File: config.mk
export PLATFORM = sky130hd
export DESIGN_NAME = outstage_guard
export DESIGN_NICKNAME = d
export VERILOG_FILES = /design/src/rtl/outstage_guard.sv
export SDC_FILE = /design/constraint.sdc
export NUM_CORES = 1
export LEC_CHECK = 0
export CORE_ASPECT_RATIO = 1.1
export CORE_MARGIN = 4
export CORE_UTILIZATION = 43
export DETAILED_ROUTE_END_ITERATION = 7
export GPL_TIMING_DRIVEN = 0
export PLACE_DENSITY = 0.65
export RECOVER_POWER = 25
export SLEW_MARGIN = 40
export SYNTH_ARGS = -nofsm -noshare
export SYNTH_HDL_FRONTEND = slang
export SYNTH_SLANG_ARGS = --single-unit
File: constraint.sdc
create_clock -name clk -period 1.8 [get_ports clk]
set_input_delay 0.18 -clock clk [delete_from_list [all_inputs] [get_ports clk]]
set_output_delay 0.18 -clock clk [all_outputs]
set_load 0.005 [all_outputs]
File: src/rtl/outstage_guard.sv
module outstage_guard #(
  parameter int HOLD_CYCLES = 500,
  parameter int SYNC_STAGES = 2
) (
  input  logic clk,
  input  logic rst_n,
  input  logic supply_ok_i,
  input  logic ext_rst_n_i,
  input  logic wr_i,
  input  logic load_n_i,
  output logic amp_on_o,
  output logic clamp_on_o,
  output logic hold_o,
  output logic supply_ok_o
);
  localparam int CW = $clog2(HOLD_CYCLES + 1);

  logic                   word_ok;
  logic [SYNC_STAGES-1:0] ld_sync;
  logic                   ld_prev;
  logic [CW-1:0]          hold_cnt;

  wire fault   = !supply_ok_i || !ext_rst_n_i;
  wire want    = word_ok && !fault;
  wire ld_s    = ld_sync[SYNC_STAGES-1];
  wire ld_fall = ld_prev && !ld_s;

  assign supply_ok_o = supply_ok_i;
  assign hold_o      = hold_cnt != '0;

  always_ff @(posedge clk or negedge rst_n) begin
    if (!rst_n) begin
      word_ok    <= 1'b0;
      amp_on_o   <= 1'b0;
      clamp_on_o <= 1'b1;
    end else begin
      if (fault)     word_ok <= 1'b0;
      else if (wr_i) word_ok <= 1'b1;
      amp_on_o   <= want && !clamp_on_o;
      clamp_on_o <= !want && !amp_on_o;
    end
  end

  always_ff @(posedge clk or negedge rst_n) begin
    if (!rst_n) begin
      ld_sync  <= '1;
      ld_prev  <= 1'b1;
      hold_cnt <= '0;
    end else begin
      ld_sync <= {ld_sync[SYNC_STAGES-2:0], load_n_i};
      ld_prev <= ld_s;
      if (ld_fall)          hold_cnt <= CW'(HOLD_CYCLES);
      else if (hold_o)      hold_cnt <= hold_cnt - 1'b1;
    end
  end

  a_r6_never_both: assert property (@(posedge clk) disable iff (!rst_n)
    !(amp_on_o && clamp_on_o));
  a_r6_amp_after_gap: assert property (@(posedge clk) disable iff (!rst_n)
    $rose(amp_on_o) |-> !$past(clamp_on_o));
  a_r6_clamp_after_gap: assert property (@(posedge clk) disable iff (!rst_n)
    $rose(clamp_on_o) |-> !$past(amp_on_o));
  a_r4_fault_opens_amp: assert property (@(posedge clk) disable iff (!rst_n)
    (!supply_ok_i || !ext_rst_n_i) |=> !amp_on_o);
  a_r3_drive_needs_word: assert property (@(posedge clk) disable iff (!rst_n)
    $fell(clamp_on_o) |-> $past(word_ok));
  a_r7_edge_starts_hold: assert property (@(posedge clk) disable iff (!rst_n)
    ld_fall |=> hold_o);
endmodule

Word level (Yosys, flattened, before mapping)
Index checks and enable logic that the tools add are counted.
{"block": "word_totals", "register_bits": 15, "output_inout_bits": 4, "in_bits": 6, "wordCells": 26}
{"block": "op_classes", "addsub": 1, "n_reduce_logical": 15, "muxes": 4}
{"op": "9-bit 2-to-1 mux", "count": 2}
{"op": "9-bit nonzero test", "count": 1}
{"op": "9-bit by 1-bit subtractor with 9-bit output, second input constant", "count": 1}
{"op": "1-bit zero test", "count": 7}
{"op": "1-bit logical AND", "count": 4}
{"op": "2-bit nonzero test", "count": 2}
{"op": "1-bit 2-to-1 mux", "count": 2}
{"op": "1-bit logical OR", "count": 1}

Depth between registers and ports, before layout
Gate-level depths: netlist (run 1).
{"block": "logic_depth", "depth_word": 6, "mapped_depth": 5}

Worst setup path before layout (run 1)
No wires, ideal clock.
{"block": "synth_path", "path_kind": "register to register", "from": "register hold_cnt[0]", "to": "register hold_cnt[8]", "synth_period_minus_slack_ns": 1.492, "path_buffers": 0, "path_stages_with_launch": 6, "t_required_ns": 1.675, "slack_ns": 0.308, "arrival_ns": 1.367, "path_cell_list": "dfrtp_1 > inv_1 > ha_1 > or4b_4 > o41ai_2 > nand2_1"}
{"block": "synth_via", "elab_chain_cells": 3}
{"item": "from (decl)", "line_no": "21", "text": "logic [CW-1:0] hold_cnt;"}
{"item": "from (signal assigned)", "line_no": "52", "text": "if (ld_fall) hold_cnt <= CW'(HOLD_CYCLES);"}
{"item": "from (signal assigned)", "line_no": "53", "text": "else if (hold_o) hold_cnt <= hold_cnt - 1'b1;"}
{"item": "9-bit by 1-bit subtractor with 9-bit output", "line_no": "53"}
{"item": "9-bit 2-to-1 mux", "line_no": "53"}
{"item": "9-bit 2-to-1 mux", "line_no": "52"}
Several ways; a longest one is shown, not always the timed one. The select of a mux whose other input is x is not followed.
A chain may end at the register's enable or synchronous reset.

Final worst setup path (run 1)
{"block": "layout_path", "from": "register hold_cnt[1]", "to": "output hold_o"}
{"block": "layout_via", "elab_chain_cells": 1}
{"item": "9-bit nonzero test", "line_no": "29", "text": "assign hold_o = hold_cnt != '0;"}
{"item": "to (decl)", "line_no": "13", "text": "output logic hold_o,"}
No other way between the ends.

==> flow_metrics.py, run 1 <==
metrics = {
    "clock_network": {
        "htree_levels": 1,
        "cts_tree": "built",
        "clock-root-buffer": "clkbuf_4",
        "clk_pin_slew_ps": 90,
        "clockBufferDepth": 2,
        "cts_buffers": 3,
        "numClockSinks": 15,
        "clock_latency_ps": 280,
        "hold_buffers": 0,
    },
    "synth": {
        "synthArstFlopShare_pct": 100,
        "synthCells": 62,
        "syn-cell-area_um2": 732,
        "synthFlopType": "dfrtp_1",
        "yosys_warnings": 0,
        "syn_nets": 69,
        "synth_edf_count": 0,
        "ys_seq_area_share_pct": 52.0,
        "synth_seq_cells": 15,
        "yosysTopAreaCell": "dfrtp_1",
        "yosysTopAreaCellShare_pct": 37.6,
        "ys_types": 31,
        "ys_top_cells_by_area": "dfrtp_1 38%, dfstp_2 14%, nor4b_4 3.2%, or4_1 3.1%, nor4_4 2.9%",
        "syn_avg_cell_area_um2": 11.8,
    },
    "floorplanning": {
        "die_x_um": 47.3,
        "dieHeight_um": 51.3,
        "start_util_pct": 45.9,
        "core-area_mm2": 0.00160,
        "die-area_mm2": 0.00243,
        "pin_count": 10,
        "rows": 15,
    },
    "cells_and_area": {
        "nFillCells": 138,
        "nets": 87,
        "final_area_um2": 912,
        "synthToLayoutAreaGrowth_pct": 24.6,
        "antenna_cells": 0,
        "final_common_cell": "dfrtp_1",
        "layout-drive-gt1-share_pct": 27.8,
        "final_cell_mix": "11 x dfrtp_1, 6 x clkdlybuf4s50_1, 5 x buf_4, 4 x nor3_1",
        "finish.utilization_pct": 57.2,
    },
    "drt": {
        "drtIter0Drc": 17,
        "drt-wirelength-per-cell_um": 14.2,
        "viasPerCell": 5.71,
        "first_pass_iters": 4,
        "drcViolationCount": 0,
        "vias": 548,
        "ant_nets": 0,
        "drt_wl_total_um": 1370,
    },
    "place": {
        "gp_congestion": 0.759,
        "portBuffers": 9,
        "dpl.hpwl_um": 1030,
        "place_ws_ps": -18.3,
        "place_area_um2": 843,
    },
    "power_and_ir_drop": {
        "peakVddDrop_mv": 0.525,
        "p_leak_nw": 0.351,
        "power.density_mw_per_mm2": 1020,
    },
    "run": {
        "maxCapViolCount": 0,
    },
    "timing": {
        "post-route-min-period_ps": 1670,
        "worst_pin_slew_ps": 633,
        "setup_viol": 0,
        "fin_skew_ps": 5.50,
        "final_max_slew_viol_count": 0,
        "final_hold_viol_count": 0,
        "period_share_pct": 92.7,
        "rsz0062_at_grt": "no",
        "max_freq_ghz": 0.599,
        "slew_headroom_pct": 57.7,
        "fin_ws_ps": 131,
    },
    "min_path": {
        "hp-class": "input port to async pin",
    },
    "setup_path": {
        "end_kind": "output pin",
        "r2r_slack_ps": 160,
        "cp_data_arrival_time_ps": 1490,
        "path_class": "register to output pin",
        "worstPathMaxFanout": 4,
        "worstSetupStartpointType": "register",
        "worst_ep_required_time_ps": 1620,
    },
    "global_route": {
        "antenna_found_initial": 0,
        "grt_max_degree": 16,
        "grt-ovfl-total": 0,
        "grt_pass1_wl_um": 2520,
        "track_usage_pct": 14.3,
        "first_global_vias": 542,
    },
    "outcome": {
        "outcome": "finished clean",
    },
}
## metrics by stage
step	hold slack, ps	TNS [ps]	cells	total power, W
after CTS	301	0	96	0.000946
after detailed placement	350	-18.3	88	0.000720
after floorplan	-116	0	62	0.000648
after global routing	374	0	96	0.00101
after global placement	349	0	88	0.000712
final	352	0	96	0.000935
## worst max-delay path: stages, from the launching register on
cell and delay [ps]:
dfrtp_1 390, inv_1 90, ha_4 150, nor4b_4 210
nand2_1 100, dlygate4sd2_1 270
## cells by family after synthesis
group | synth area share (%)
simple gates | 23.9
compound gates | 16.9
buf+inv | 4.10
mux | 1.37
fa+ha+maj | 1.71
flops | 52.0
## metal layers
| layer | routed length (um) | vias to the layer above | share of wire [%] | GRT usage, % |
|---|---|---|---|---|
| met1 | 609 | 261 | 45 | 20.0 |
| li1 | - | 268 | - | - |
| met4 | 10 | 0 | 0.73 | 5.53 |
| met2 | 675 | 17 | 49 | 21.7 |
| met3 | 70 | 2 | 5.1 | 2.11 |
| met5 | 0 | - | 0 | 0 |
## report_power, final
group | leakage, nW | internal (W) | switching [W] | total, W
Sequential | 0.163 | 0.000396 | 0.0000796 | 0.000476
Clock | 0.0177 | 0.0000823 | 0.000105 | 0.000187
Combinational | 0.171 | 0.000145 | 0.000127 | 0.000272
## repair_timing
action                     CTS  global route
resized for setup            4             0
hold endpoints to repair     0             0
setup buffers                4             0
setup endpoints to repair    1             0
## layout make-up
cell class	count	area, um2	area share [%]
clock buffer	3	22.5	2.47
tap	17	21.3	2.33
sequential	15	380	41.7
inverter	3	11.3	1.23
multi-input combinational	42	334	36.6
clock inverter	1	5.00	0.549
timing repair buffer	13	119	13.0
buffer	2	18.8	2.06
## flip-flops by register name, indices dropped and copies added (netlist names)
signal / count
hold_cnt: 9
ld_sync: 2
amp_on_o: 1
clamp_on_o: 1
ld_prev: 1
word_ok: 1
## final timing paths
path	cells past startpoint	start	to
max	5	hold_cnt[1]	hold_o
min	1	rst_n	hold_cnt[7]
max reg2reg	4	hold_cnt[0]	hold_cnt[5]
min reg2reg	0	ld_sync[0]	ld_sync[1]
max in group asynchronous	1	rst_n	hold_cnt[1]
min in group clk	0	ld_sync[0]	ld_sync[1]
## cell usage after synthesis (2+ instances only)
cell type and n:
a21oi_1 3, dfrtp_1 11, dfstp_2 4, inv_1 3, nand2_1 3, nand2b_1 2, nand3_1 3, nor2_1 3
nor3_1 4, o21ai_0 3, or4_1 3
(Power assumes the default switching activity.)
==> run 2: changes to the inputs <==
Settings changed: CAP_MARGIN from default to 20.
==> results of run 2 <==
No change in the layout: final DEF, timing and power equal those of run 1.
